**config.mk**
```make
export PLATFORM = sky130hd
export DESIGN_NAME = ramio_timer_periph
export DESIGN_NICKNAME = d
export VERILOG_FILES = /design/src/rtl/ramio_pkg.sv /design/src/rtl/ramio_port.sv /design/src/rtl/ramio_timer.sv /design/src/rtl/ramio_scratch.sv /design/src/rtl/ramio_timer_periph.sv
export SDC_FILE = /design/constraint.sdc
export NUM_CORES = 1
export LEC_CHECK = 0
export BUFFER_PORTS_ARGS = -buffer_cell sky130_fd_sc_hd__buf_2
export CAP_MARGIN = 20
export CORE_AREA = 2 2 226 228
export CTS_CLUSTER_DIAMETER = 80
export DETAILED_ROUTE_END_ITERATION = 10
export DIE_AREA = 0 0 228 230
export SYNTH_ARGS = -nofsm -noshare
export SYNTH_HDL_FRONTEND = slang
export SYNTH_SLANG_ARGS = --single-unit
```
**constraint.sdc**
```tcl
create_clock -name clk -period 2.1 [get_ports clk]
set_input_delay 0.21 -clock clk [delete_from_list [all_inputs] [get_ports clk]]
set_output_delay 0.21 -clock clk [all_outputs]
set_load 0.005 [all_outputs]
```
**src/rtl/ramio_pkg.sv**
```systemverilog
// Shared types for the RAM/port/timer peripheral.
// Assumes the divider selector codes follow address bits [1:0] of a timer access.
package ramio_pkg;

    localparam int PRE_W = 10;

    typedef enum logic [1:0] {
        DIV_1    = 2'd0,
        DIV_8    = 2'd1,
        DIV_64   = 2'd2,
        DIV_1024 = 2'd3
    } div_sel_e;

    // Decoded view of address bits [3:0] inside the port/timer window.
    typedef struct packed {
        logic       irq_sel;  // bit 3: interrupt enable choice
        logic       timer;    // bit 2: timer rather than port
        logic [1:0] low;      // bits 1:0: port/direction or divider
    } io_off_t;

    // Last value of the divider counter for a given ratio.
    function automatic logic [PRE_W-1:0] div_last(input div_sel_e s);
        case (s)
            DIV_1:   return PRE_W'(0);
            DIV_8:   return PRE_W'(7);
            DIV_64:  return PRE_W'(63);
            default: return PRE_W'(1023);
        endcase
    endfunction

endpackage

```
**src/rtl/ramio_port.sv**
```systemverilog
// One general-purpose port: an output latch, a per-bit direction register and the read-back mix.
// Assumes a direction bit of 1 means the bit drives its latch value.
module ramio_port #(
    parameter int DATA_W = 8
) (
    input  logic              clk,
    input  logic              rst_n,
    input  logic              wr_lat,
    input  logic              wr_dir,
    input  logic [DATA_W-1:0] wdata,
    input  logic [DATA_W-1:0] pin,
    output logic [DATA_W-1:0] lat,
    output logic [DATA_W-1:0] dir,
    output logic [DATA_W-1:0] rd_val
);

    // Latch and direction registers, cleared by reset.
    always_ff @(posedge clk) begin
        if (!rst_n) begin
            lat <= '0;
            dir <= '0;
        end else begin
            if (wr_lat) lat <= wdata;
            if (wr_dir) dir <= wdata;
        end
    end

    // Read-back: latch on output bits, pin on input bits.
    assign rd_val = (lat & dir) | (pin & ~dir);

endmodule

```
**src/rtl/ramio_timer.sv**
```systemverilog
// Interval timer: loadable down-counter behind a selectable divider, with a passed-zero flag.
// Assumes load and count-read strobes are single-cycle; a load overrides a simultaneous read.
module ramio_timer
    import ramio_pkg::*;
#(
    parameter int DATA_W = 8
) (
    input  logic              clk,
    input  logic              rst_n,
    input  logic              load,
    input  logic [DATA_W-1:0] load_val,
    input  div_sel_e          load_div,
    input  logic              load_irq,
    input  logic              rd_cnt,
    input  logic              rd_irq,
    output logic [DATA_W-1:0] cnt,
    output logic              flag,
    output logic              irq_n
);

    logic [PRE_W-1:0] pre;
    div_sel_e         div;
    logic             irq_en;
    logic             armed;
    logic             pre_wrap;
    logic             tick;

    // Divider end and count tick; after passing zero every clock ticks.
    assign pre_wrap = (pre == div_last(div));
    assign tick     = armed && (flag || pre_wrap);

    // Count, divider, flag and enable update.
    always_ff @(posedge clk) begin
        if (!rst_n) begin
            cnt    <= '0;
            pre    <= '0;
            div    <= DIV_1;
            flag   <= 1'b0;
            irq_en <= 1'b0;
            armed  <= 1'b0;
        end else if (load) begin
            cnt    <= load_val;
            pre    <= '0;
            div    <= load_div;
            flag   <= 1'b0;
            irq_en <= load_irq;
            armed  <= 1'b1;
        end else begin
            if (armed) pre <= pre_wrap ? '0 : pre + 1'b1;
            if (tick) begin
                cnt <= cnt - 1'b1;
                if (cnt == '0) flag <= 1'b1;
            end
            if (rd_cnt) begin
                flag   <= 1'b0;
                irq_en <= rd_irq;
            end
        end
    end

    // Interrupt line, low while an enabled flag is pending.
    assign irq_n = !(flag && irq_en);

endmodule

```
**src/rtl/ramio_scratch.sv**
```systemverilog
// Scratch memory of 2**DEPTH_W bytes; synchronous write, combinational read (registered by the top).
// Assumes no reset of contents.
module ramio_scratch #(
    parameter int DATA_W  = 8,
    parameter int DEPTH_W = 6
) (
    input  logic               clk,
    input  logic               we,
    input  logic [DEPTH_W-1:0] addr,
    input  logic [DATA_W-1:0]  wdata,
    output logic [DATA_W-1:0]  rd_val
);

    localparam int DEPTH = 1 << DEPTH_W;

    logic [DATA_W-1:0] mem [DEPTH];

    // Byte write.
    always_ff @(posedge clk) begin
        if (we) mem[addr] <= wdata;
    end

    // Addressed byte, sampled by the top's read register.
    assign rd_val = mem[addr];

endmodule

```
**src/rtl/ramio_timer_periph.sv**
```systemverilog
// Top: decodes the port/timer and memory windows, routes accesses and registers read data.
// Assumes both base addresses are aligned to the window size and the windows do not overlap.
module ramio_timer_periph
    import ramio_pkg::*;
#(
    parameter int ADDR_W = 16,
    parameter int DATA_W = 8,
    parameter int WIN_W  = 6,
    parameter logic [ADDR_W-1:0] IO_BASE  = 'h0200,
    parameter logic [ADDR_W-1:0] RAM_BASE = 'h0280
) (
    input  logic              clk,
    input  logic              rst_n,
    input  logic              acc_vld,
    input  logic              acc_wr,
    input  logic [ADDR_W-1:0] addr,
    input  logic [DATA_W-1:0] wdata,
    output logic [DATA_W-1:0] rdata,
    output logic              rd_vld,
    input  logic [DATA_W-1:0] pa_in,
    output logic [DATA_W-1:0] pa_out,
    output logic [DATA_W-1:0] pa_oe,
    input  logic [DATA_W-1:0] pb_in,
    output logic [DATA_W-1:0] pb_out,
    output logic [DATA_W-1:0] pb_oe,
    output logic              irq_n
);

    localparam int N_PORTS = 2;

    logic              io_hit, ram_hit, io_wr, io_rd, rd_hit;
    io_off_t           off;
    logic [DATA_W-1:0] pin_v  [N_PORTS];
    logic [DATA_W-1:0] lat_v  [N_PORTS];
    logic [DATA_W-1:0] dir_v  [N_PORTS];
    logic [DATA_W-1:0] prd_v  [N_PORTS];
    logic [DATA_W-1:0] ram_rd, t_cnt, rd_next;
    logic              t_flag;

    // Window decode on the address bits above the window size.
    assign io_hit  = acc_vld && (addr[ADDR_W-1:WIN_W] == IO_BASE[ADDR_W-1:WIN_W]);
    assign ram_hit = acc_vld && (addr[ADDR_W-1:WIN_W] == RAM_BASE[ADDR_W-1:WIN_W]);
    assign io_wr   = io_hit && acc_wr;
    assign io_rd   = io_hit && !acc_wr;
    assign rd_hit  = (io_hit || ram_hit) && !acc_wr;
    assign off     = io_off_t'(addr[3:0]);

    assign pin_v[0] = pa_in;
    assign pin_v[1] = pb_in;
    assign pa_out   = lat_v[0];
    assign pa_oe    = dir_v[0];
    assign pb_out   = lat_v[1];
    assign pb_oe    = dir_v[1];

    // One port instance per port, selected by address bit 1.
    for (genvar g = 0; g < N_PORTS; g++) begin : g_port
        ramio_port #(.DATA_W(DATA_W)) u_port (
            .clk    (clk),
            .rst_n  (rst_n),
            .wr_lat (io_wr && !off.timer && (off.low[1] == 1'(g)) && !off.low[0]),
            .wr_dir (io_wr && !off.timer && (off.low[1] == 1'(g)) &&  off.low[0]),
            .wdata  (wdata),
            .pin    (pin_v[g]),
            .lat    (lat_v[g]),
            .dir    (dir_v[g]),
            .rd_val (prd_v[g])
        );
    end

    ramio_timer #(.DATA_W(DATA_W)) u_timer (
        .clk      (clk),
        .rst_n    (rst_n),
        .load     (io_wr && off.timer),
        .load_val (wdata),
        .load_div (div_sel_e'(off.low)),
        .load_irq (off.irq_sel),
        .rd_cnt   (io_rd && off.timer && !off.low[0]),
        .rd_irq   (off.irq_sel),
        .cnt      (t_cnt),
        .flag     (t_flag),
        .irq_n    (irq_n)
    );

    ramio_scratch #(.DATA_W(DATA_W), .DEPTH_W(WIN_W)) u_ram (
        .clk    (clk),
        .we     (ram_hit && acc_wr),
        .addr   (addr[WIN_W-1:0]),
        .wdata  (wdata),
        .rd_val (ram_rd)
    );

    // Read source selection for the addressed register.
    always_comb begin
        rd_next = '0;
        if (ram_hit) begin
            rd_next = ram_rd;
        end else if (io_hit) begin
            if (!off.timer)
                rd_next = off.low[0] ? dir_v[off.low[1]] : prd_v[off.low[1]];
            else if (!off.low[0])
                rd_next = t_cnt;
            else
                rd_next = {t_flag, {(DATA_W-1){1'b0}}};
        end
    end

    // Registered read data and valid.
    always_ff @(posedge clk) begin
        if (!rst_n) begin
            rdata  <= '0;
            rd_vld <= 1'b0;
        end else begin
            rd_vld <= rd_hit;
            rdata  <= rd_hit ? rd_next : '0;
        end
    end

endmodule

```
# After elaboration in Yosys (flattened, before gate mapping)
# Memories as Yosys holds them, arrays and structs flattened.
# Index checks and enable logic that the tools add are counted.
op_classes:
  add_sub_neg: 2
  n_mul: 0
  div: 0
  order_cmp: 1
  eq_ne: 5
  shift: 0
  muxes: 19
  bitwise_logic: 11
  reduce_logical: 32
ops:
  columns: ["cell", "count"]
  rows:
  - ["8-bit 2-to-1 mux", 13]
  - ["8-bit AND", 4]
  - ["10-bit case mux with 3 select lines", 1]
  - ["10-bit by 4-bit == test with 1-bit output (second input constant)", 2]
  - ["1-bit logical AND", 18]
  - ["8-bit inverter", 2]
  - ["8-bit bitwise OR", 2]
  - ["10-bit by 1-bit adder with 10-bit output (second input constant)", 1]
  - ["10-bit == test", 1]
  - ["10-bit 2-to-1 mux", 1]
  - ["8-bit zero test", 1]
  - ["8-bit by 1-bit subtractor with 8-bit output (second input constant)", 1]
  - ["1-bit zero test", 4]
  - ["1-bit 2-to-1 mux", 4]
  - ["2-bit AND reduction", 2]
  - ["2-bit nonzero test", 2]
  - ["3-bit OR reduction", 1]
  - ["2-bit by 1-bit == test with 1-bit output (second input constant)", 1]
  - ["2-bit == test (second input constant)", 1]
  - ["2-bit >= comparator (second input constant)", 1]
  - ["2-bit zero test", 1]
  - ["1-bit logical OR", 2]
  - ["1-bit inverter", 2]
  - ["1-bit inverter with 2-bit output", 1]
  - ["2-bit OR reduction", 1]
word_totals:
  reg_bits: 64
  latchBits: 0
  ram_bits: 512
  mem_bits_ro: 0
  memories: 1
mem_list:
  columns: ["memory", "words", "word_bits", "rd", "rd_clocked_by_memory_dff", "wr", "line_no", "rtl"]
  rows:
  - ["u_ram.mem", 64, 8, 1, 0, 1, "ramio_scratch.sv:16", "logic [DATA_W-1:0] mem [DEPTH];"]

# Logic depth before layout (Yosys ltp)
# Gate-level depths: netlist of the first run.
logic_depth:
  word_depth: 10
  depth_mapped: 11
  ltp_nobuf: 7

# Modules after synthesis
# From an unflattened synthesis of the first run, not the netlist that was laid out.
unflattened:
  cells_unflattened: 1503
  hier_area_um2: 23680.2
modules_own_cells:
  columns: ["module", "n_inst", "cells_per_inst", "area_each_um2"]
  rows:
  - ["ramio_scratch", 1, 1163, 20289.5]
  - ["ramio_port", 2, 59, 698.2]
  - ["ramio_timer", 1, 154, 1273.7]
  - ["ramio_timer_periph", 1, 68, 720.7]

# Worst setup path after synthesis of the first run
# OpenSTA, ideal clock, no wires.
synth_path:
  path_type: "input-to-reg"
  startpoint: "input port addr[2]"
  endpoint: "memory u_ram.mem[0][0], enable pin"
  setup_ns: 0.370
  arrival_time_ns: 1.751
  setup_slack_ns: -0.021
  cell_stages: 7
  cell_sequence: "buf_2 -> buf_2 -> buf_1 -> buf_1 -> nor2_1 -> nand2_1 -> nor2_1"
synth_rtl:
  columns: ["item", "line_no", "rtl"]
  rows:
  - ["from (decl)", "ramio_timer_periph.sv:16", "input logic [ADDR_W-1:0] addr,"]
  - ["to (decl)", "ramio_scratch.sv:16", null]
# Straight into the memory's write port.

# Worst setup path in the final report of the first run
layout_path:
  startpoint: "memory u_ram.mem[16][3]"
  endpoint: "register rdata[3]"
layout_via:
  elab_chain_cells: 2
layout_lines:
  columns: ["item", "line_no", "rtl"]
  rows:
  - ["memory 64 x 8 bit", null, null]
  - ["8-bit 2-to-1 mux", "ramio_timer_periph.sv:95", "if (ram_hit) begin"]
  - ["to (signal assigned)", "ramio_timer_periph.sv:114", "rdata <= rd_hit ? rd_next : '0;"]
  - ["to (decl)", "ramio_timer_periph.sv:18", "output logic [DATA_W-1:0] rdata,"]
# Every way passes these cells.
# A chain may end at the register's enable or synchronous reset.

==> results.yml, run 1 <==
critical_path:
  cp-end-kind: "register"
  timing.critical_path.fanout_max: 1
  critical-path-top-delay-family: "compound AO/OA/AOI/OAI gates"
  criticalPathCategory: "register to register"
  cp.required_ns: 2.60
  path_cells: "mux2_2 -> a222oi_1 -> a21o_1 -> o211ai_1 -> a2111oi_2 -> o22ai_1"
  worstSetupPathDepth: 6
  cpMaxStageDelayCell: "a2111oi_2"
  rr_worst_depth: 6
  cp.arrival_ns: 2.60
  path_buf_inv: 0
  slowest_delay_ns: 0.43
  crit_path_start_kind: "register"
synth:
  synthFlopType: "edfxtp_1"
  synth_cell_types: 65
  yosysTopAreaCell: "edfxtp_1"
  synth_common_cells: "edfxtp_1 (512), nand2_1 (124), nor2_1 (114)"
  syn-num-nets: 1608
  synthMostInstantiatedCell: "edfxtp_1"
  synth_top_area_share_pct: 67.3
  syn_avg_cell_area_um2: 14.6
  synth-edff-count: 512
  synthArstFlopShare_pct: 0
  ys_seq_area_share_pct: 73.0
  syn_area_mm2: 0.0228
  yosysWarnings: 0
  synth-seq-cells: 576
  synth_area_leaders: "edfxtp_1 (67%), dfxtp_1 (5.6%), a22oi_1 (3.7%)"
  netlist_instances: 1561
global_route:
  antenna_found_initial: 2
  track_usage_pct: 27.0
  grt_pass1_wl_um: 104000
  grt_pass1_vias: 15500
  grt_max_degree: 70
  grt_overflow: 0
sta:
  fmax_mhz: 475
  slew_violations: 0
  fin_skew_ns: 0.0224
  worst_slack_ns: -0.00508
  setup_viol: 1
  rsz0062_at_grt: "yes"
  worst_pin_slew_ns: 0.711
  hold_ws_ns: 0.0391
  period_needed_ns: 2.11
  finalHoldViolCount: 0
  fin_crit_sh_pct: 100
  max_slew_margin_pct: 52.6
floorplanning:
  rows: 82
  dieArea_mm2: 0.0524
  initial_core_util_pct: 45.8
  die_y_um: 230
  io_pins: 86
  die_w_um: 228
  fp.coreArea_mm2: 0.0499
clocking:
  cts_setup_buffers: 0
  cts_tree: "yes"
  clock-sinks: 576
  htree_levels: 2
  cts-root-buf: "clkbuf_16"
  clockBufferDepth: 3
  cts_made_buffers: 59
  clkTransAtPathRegs_ns: 0.07
  clk_latency_ns: 0.63
detailed_routing:
  viasPerCell: 6.08
  dr_total_vias: 16000
  ant_nets: 0
  drt_iter0_markers: 1957
  firstDrtPassIters: 6
  avgRoutedWirePerCell_um: 27.1
  drc_errors: 0
  finalWirelength_um: 71500
layout:
  fillers: 4052
  drive_gt1_share_pct: 27.9
  n_antenna_cell: 0
  layout.nets: 1963
  stdcell_count: 2633
  syn_to_final_growth_pct: 24.7
power:
  power_uw: 24400
  swShare_pct: 22.0
  seqPwrFrac_pct: 51.0
  p_comb_share_pct: 6.7
  p_clk_share_pct: 42.3
  p_leak_uw: 0.00983
  switching_power_uw: 5380
  powerDensity_mw_per_mm2: 858
  ir_drop_v: 0.000594
  internal-power_uw: 19000
min_path:
  hp-class: "input pin to register"
  hold_depth: 1
placed_design:
  dp.cells: 2526
  dpl.hpwl_um: 47600
  gp_congestion: 0.936
  portBuffers: 85
flow_run:
  max_cap_violations: 0
outcome:
  status: "finished with violations"
  violations: "setup timing"
## logic make-up (layout without fill, tap and decap cells)
logic type      count (synthesis)  in the layout  share of synthesized area, %
buf+inv                       127            527                          2.41
flops                         576            576                          73.0
mux                            60             60                          3.33
simple gates                  329            329                          6.37
xor+xnor                       15             15                         0.575
fa+ha+maj                       3              3                         0.164
compound gates                451            451                          14.2
## power by group through the flow
stage	Sequential (uW)	Clock, uW	Combinational [uW]
after global placement	12700	0	1590
after floorplan	12700	0	645
after global routing	12400	10900	1710
after CTS	12500	10400	1610
after detailed placement	12700	0	1600
final	12500	10300	1640
## metal layers
metal	GRT usage [%]	part of all wire (%)	vias up	wire length, um
met4	9.74	3.2	0	2300
met1	37.3	41	8066	29100
li1	-	-	6931	-
met3	4.24	8.8	116	6320
met2	43.6	47	886	33800
met5	0	0	-	0
## worst paths after layout
kind,end,slack (ns),start
min reg2reg,g_port[0].u_port.lat[6]$_SDFFE_PN0P_,0.47,g_port[0].u_port.lat[6]$_SDFFE_PN0P_
max,rdata[3]$_SDFF_PN0_,-0.005,u_ram.mem[16][3]$_DFFE_PP_
min,u_ram.mem[61][4]$_DFFE_PP_,0.04,wdata[4]
max reg2reg,rdata[3]$_SDFF_PN0_,-0.005,u_ram.mem[16][3]$_DFFE_PP_
## area by class of cell
type / instances / area [um^2] / area share, %
sequential: 576 / 16700 / 58.5
multi-input combinational: 858 / 5730 / 20.1
timing repair buffer: 405 / 3290 / 11.5
clock buffer: 76 / 1600 / 5.62
tap: 672 / 841 / 2.95
clock inverter: 30 / 295 / 1.04
inverter: 16 / 60.1 / 0.211
## sequential cells by signal, indices dropped and copies added, names as in the netlist
signal and count:
u_timer.flag 1, u_timer.pre 10, u_timer.irq_en 1, u_ram.mem 512, rdata 8, g_port.u_port.dir 16
u_timer.div 2, u_timer.cnt 8, g_port.u_port.lat 16, u_timer.armed 1, rd_vld 1
## timing repair
action | CTS | global route
gates resized for setup | 1 | 13
pin swaps | 0 | 3
cloned | 0 | 0
hold buffers | 1 | 0
setup endpoints to repair | 1 | 75
endpoints found under the hold margin | 1 | 0
## stage by stage
step	worst slack (ns)	area [um^2]	utilization (%)	setup TNS, ns
finish	-0.00508	28500	57.1	-0.00508
global route	-0.00727	28500	57.1	-0.00727
CTS	0.0173	28400	57.0	0
detailed placement	-0.554	26500	53.2	-88.58
global placement	-0.510	26500	53.2	-89.67
floorplan	-0.0214	22800	-	-4.13
## layout by cell type (no fill, tap or decap), types with 12 or more instances in the layout
cell type  count
clkbuf_16     60
nor3_1        24
nor2_1       112
o22ai_1       52
a221oi_1      53
inv_1         14
o21ai_0       57
clkbuf_1      12
mux2_2        18
a21oi_1       47
a22o_1        14
a221o_1       14
mux2i_1       31
a21boi_0      32
buf_4        286
buf_2         82
edfxtp_1     512
nand3_1       14
dfxtp_1       63
nand2_1      123
buf_12        36
a22oi_1      112
(Power assumes the default switching activity.)
==> inputs of run 2 (changes only) <==
--- a/config.mk
+++ b/config.mk
@@ -8,6 +8,7 @@
 export BUFFER_PORTS_ARGS = -buffer_cell sky130_fd_sc_hd__buf_2
 export CAP_MARGIN = 20
 export CORE_AREA = 2 2 226 228
+export CTS_BUF_LIST = sky130_fd_sc_hd__clkbuf_8
 export CTS_CLUSTER_DIAMETER = 80
 export DETAILED_ROUTE_END_ITERATION = 10
 export DIE_AREA = 0 0 228 230
==> run 2 against run 1 <==
Net effect:
- the run now ends clean
- global-route usage up 0.25 points
- critical path depth up 1
- die area unchanged
- setup slack better by 0.026 ns
- sequential share of layout area up 0.28 points
==> results.yml, run 2 (synthesized netlist as in run 1, its figures left out) <==
outcome:
  status: "finished clean"
sta:
  fin_skew_ns: 0.0289
  setup_viol: 0
  fin_crit_sh_pct: 99.0
  slew_violations: 0
  rsz0062_at_grt: "yes"
  worst_slack_ns: 0.0207
  max_slew_margin_pct: 52.8
  hold_ws_ns: 0.0848
  worst_pin_slew_ns: 0.708
  setup_tns_ns: 0
  finalHoldViolCount: 0
  period_needed_ns: 2.08
  fmax_mhz: 481
min_path:
  hp-class: "input pin to register"
  hold_depth: 2
  worstHoldEndpoint: "u_ram.mem[62][2]$_DFFE_PP_"
  holdCritStartpoint: "wdata[2]"
critical_path:
  r2r-end: "rdata[5]$_SDFF_PN0_"
  cp.required_ns: 2.63
  cp-end-kind: "register"
  reg2reg_from: "u_ram.mem[45][5]$_DFFE_PP_"
  timing.critical_path.fanout_max: 1
  criticalPathCategory: "register to register"
  crit_path_start_kind: "register"
  rr_worst_depth: 7
  crit_start: "u_ram.mem[45][5]$_DFFE_PP_"
  regToRegSetupSlack_ns: 0.02
  cp.arrival_ns: 2.61
placed_design:
  gp_congestion: 0.936
  portBuffers: 85
  place_ws_ns: -0.554
  dpl.hpwl_um: 47600
power:
  p_comb_share_pct: 7.1
  power_uw: 23200
  switching_power_uw: 5370
  p_clk_share_pct: 39.1
  powerDensity_mw_per_mm2: 817
  seqPwrFrac_pct: 53.8
  p_leak_uw: 0.00994
  ir_drop_v: 0.000510
  internal-power_uw: 17800
  swShare_pct: 23.2
floorplanning:
  io_pins: 86
  fp.coreArea_mm2: 0.0499
  die_y_um: 230
  rows: 82
  initial_core_util_pct: 45.8
  die_w_um: 228
  dieArea_mm2: 0.0524
detailed_routing:
  viasPerCell: 5.97
  firstDrtPassIters: 8
  dr_total_vias: 16100
  finalWirelength_um: 71600
  avgRoutedWirePerCell_um: 26.5
  drc_errors: 0
  drt_iter0_markers: 1769
  ant_nets: 0
global_route:
  use_met2_pct: 43.1
  grt_pass1_vias: 15900
  antenna_found_initial: 1
  gr-usage-met3_pct: 6.92
  use_met1_pct: 35.7
  busiest_layer: "met2"
  grt_overflow: 0
  grt_max_degree: 70
  track_usage_pct: 27.2
  grt_pass1_wl_um: 104000
layout:
  syn_to_final_growth_pct: 24.1
  mostFrequentLayoutCells: "edfxtp_1 (512), buf_4 (286), nand2_1 (123)"
  layout_commonest_cell: "edfxtp_1"
  final_util_pct: 56.8
  layout.nets: 2000
  reg_top3: "u_ram.mem: 512 flops, g_port.u_port.dir: 16 flops, g_port.u_port.lat: 16 flops"
  drive_gt1_share_pct: 28.1
  top_register: "u_ram.mem"
  largest_reg_flops: 512
  n_antenna_cell: 0
clocking:
  clock-sinks: 576
  cts_setup_buffers: 0
  clk_latency_ns: 0.68
  cts_tree: "yes"
  htree_levels: 3
  cts_made_buffers: 93
  cts-root-buf: "clkbuf_8"
  clockBufferDepth: 3
  clkTransAtPathRegs_ns: 0.06
flow_run:
  max_cap_violations: 0
## run 2: cell types whose count changed in the layout (fill, tap and decap cells not counted), moves of 2 or more
cell           change
a21oi_2            +2
inv_1             +38
bufinv_16          -2
clkinv_2           -7
clkinv_4           -2
clkbuf_8          +95
a21oi_1            -2
clkinv_1          +16
clkbuf_16         -60
dlygate4sd3_1      +3
clkbuf_1          -12
## run 2: cell type report
class / count / area, um^2
clock inverters: 72 / 370
fillers: 4120 / 21500
clock buffers: 99 / 1360
repair buffers: 408 / 3320
flip-flops and latches: 576 / 16700
multi-input cells: 858 / 5730
well taps: 672 / 841
inverters: 16 / 60.1
## run 2: worst max-delay path by stage
stage / end / slack (ns) / cells after the start
2_1_floorplan: u_ram.mem[0][0]$_DFFE_PP_ / -0.02 / 7
3_3_place_gp: rdata[4]$_SDFF_PN0_ / -0.51 / 10
3_5_place_dp: rdata[7]$_SDFF_PN0_ / -0.55 / 8
4_1_cts: rdata[4]$_SDFF_PN0_ / 0.007 / 7
5_1_grt: u_timer.cnt[4]$_SDFFE_PN0P_ / -0.003 / 7
6_report: rdata[5]$_SDFF_PN0_ / 0.02 / 7
## run 2: timing repair
action                                  CTS  global route
gates resized for setup                   2            12
pin swaps                                 1             1
hold buffers                              4             0
gates cloned                              0             0
endpoints found under the hold margin    22             0
endpoints found under the setup margin    2            44
## run 2: metal layers
layer  up-vias  wire length, um
met2       899            33100
met1      8016            28200
met4         2             3220
met5         -               96
li1       7025                -
met3       170             6980
## run 2: per-stage QoR
| stage | std cells | instance area, um^2 |
|---|---|---|
| final | 2701 | 28300 |
| after global routing | 2701 | 28300 |
| after CTS | 2701 | 28300 |
| after detailed placement | 2526 | 26500 |
| after global placement | 2526 | 26500 |
| after floorplan | 1561 | 22800 |
## run 2: worst max-delay path, cell delays in order, from the launching register on
cell      delay (ns)
edfxtp_1        0.35
mux2_2          0.27
a221o_1         0.31
a21oi_2         0.20
o22ai_1         0.18
nor4_1          0.38
buf_4           0.17
o22ai_1         0.07
## run 2: power groups by stage
| stage | registers [uW] | clock network [uW] | logic, uW |
|---|---|---|---|
| after floorplan | 12700 | 0 | 645 |
| after global placement | 12700 | 0 | 1590 |
| after detailed placement | 12700 | 0 | 1600 |
| after CTS | 12500 | 9220 | 1610 |
| after global routing | 12400 | 9730 | 1720 |
| final | 12500 | 9060 | 1640 |
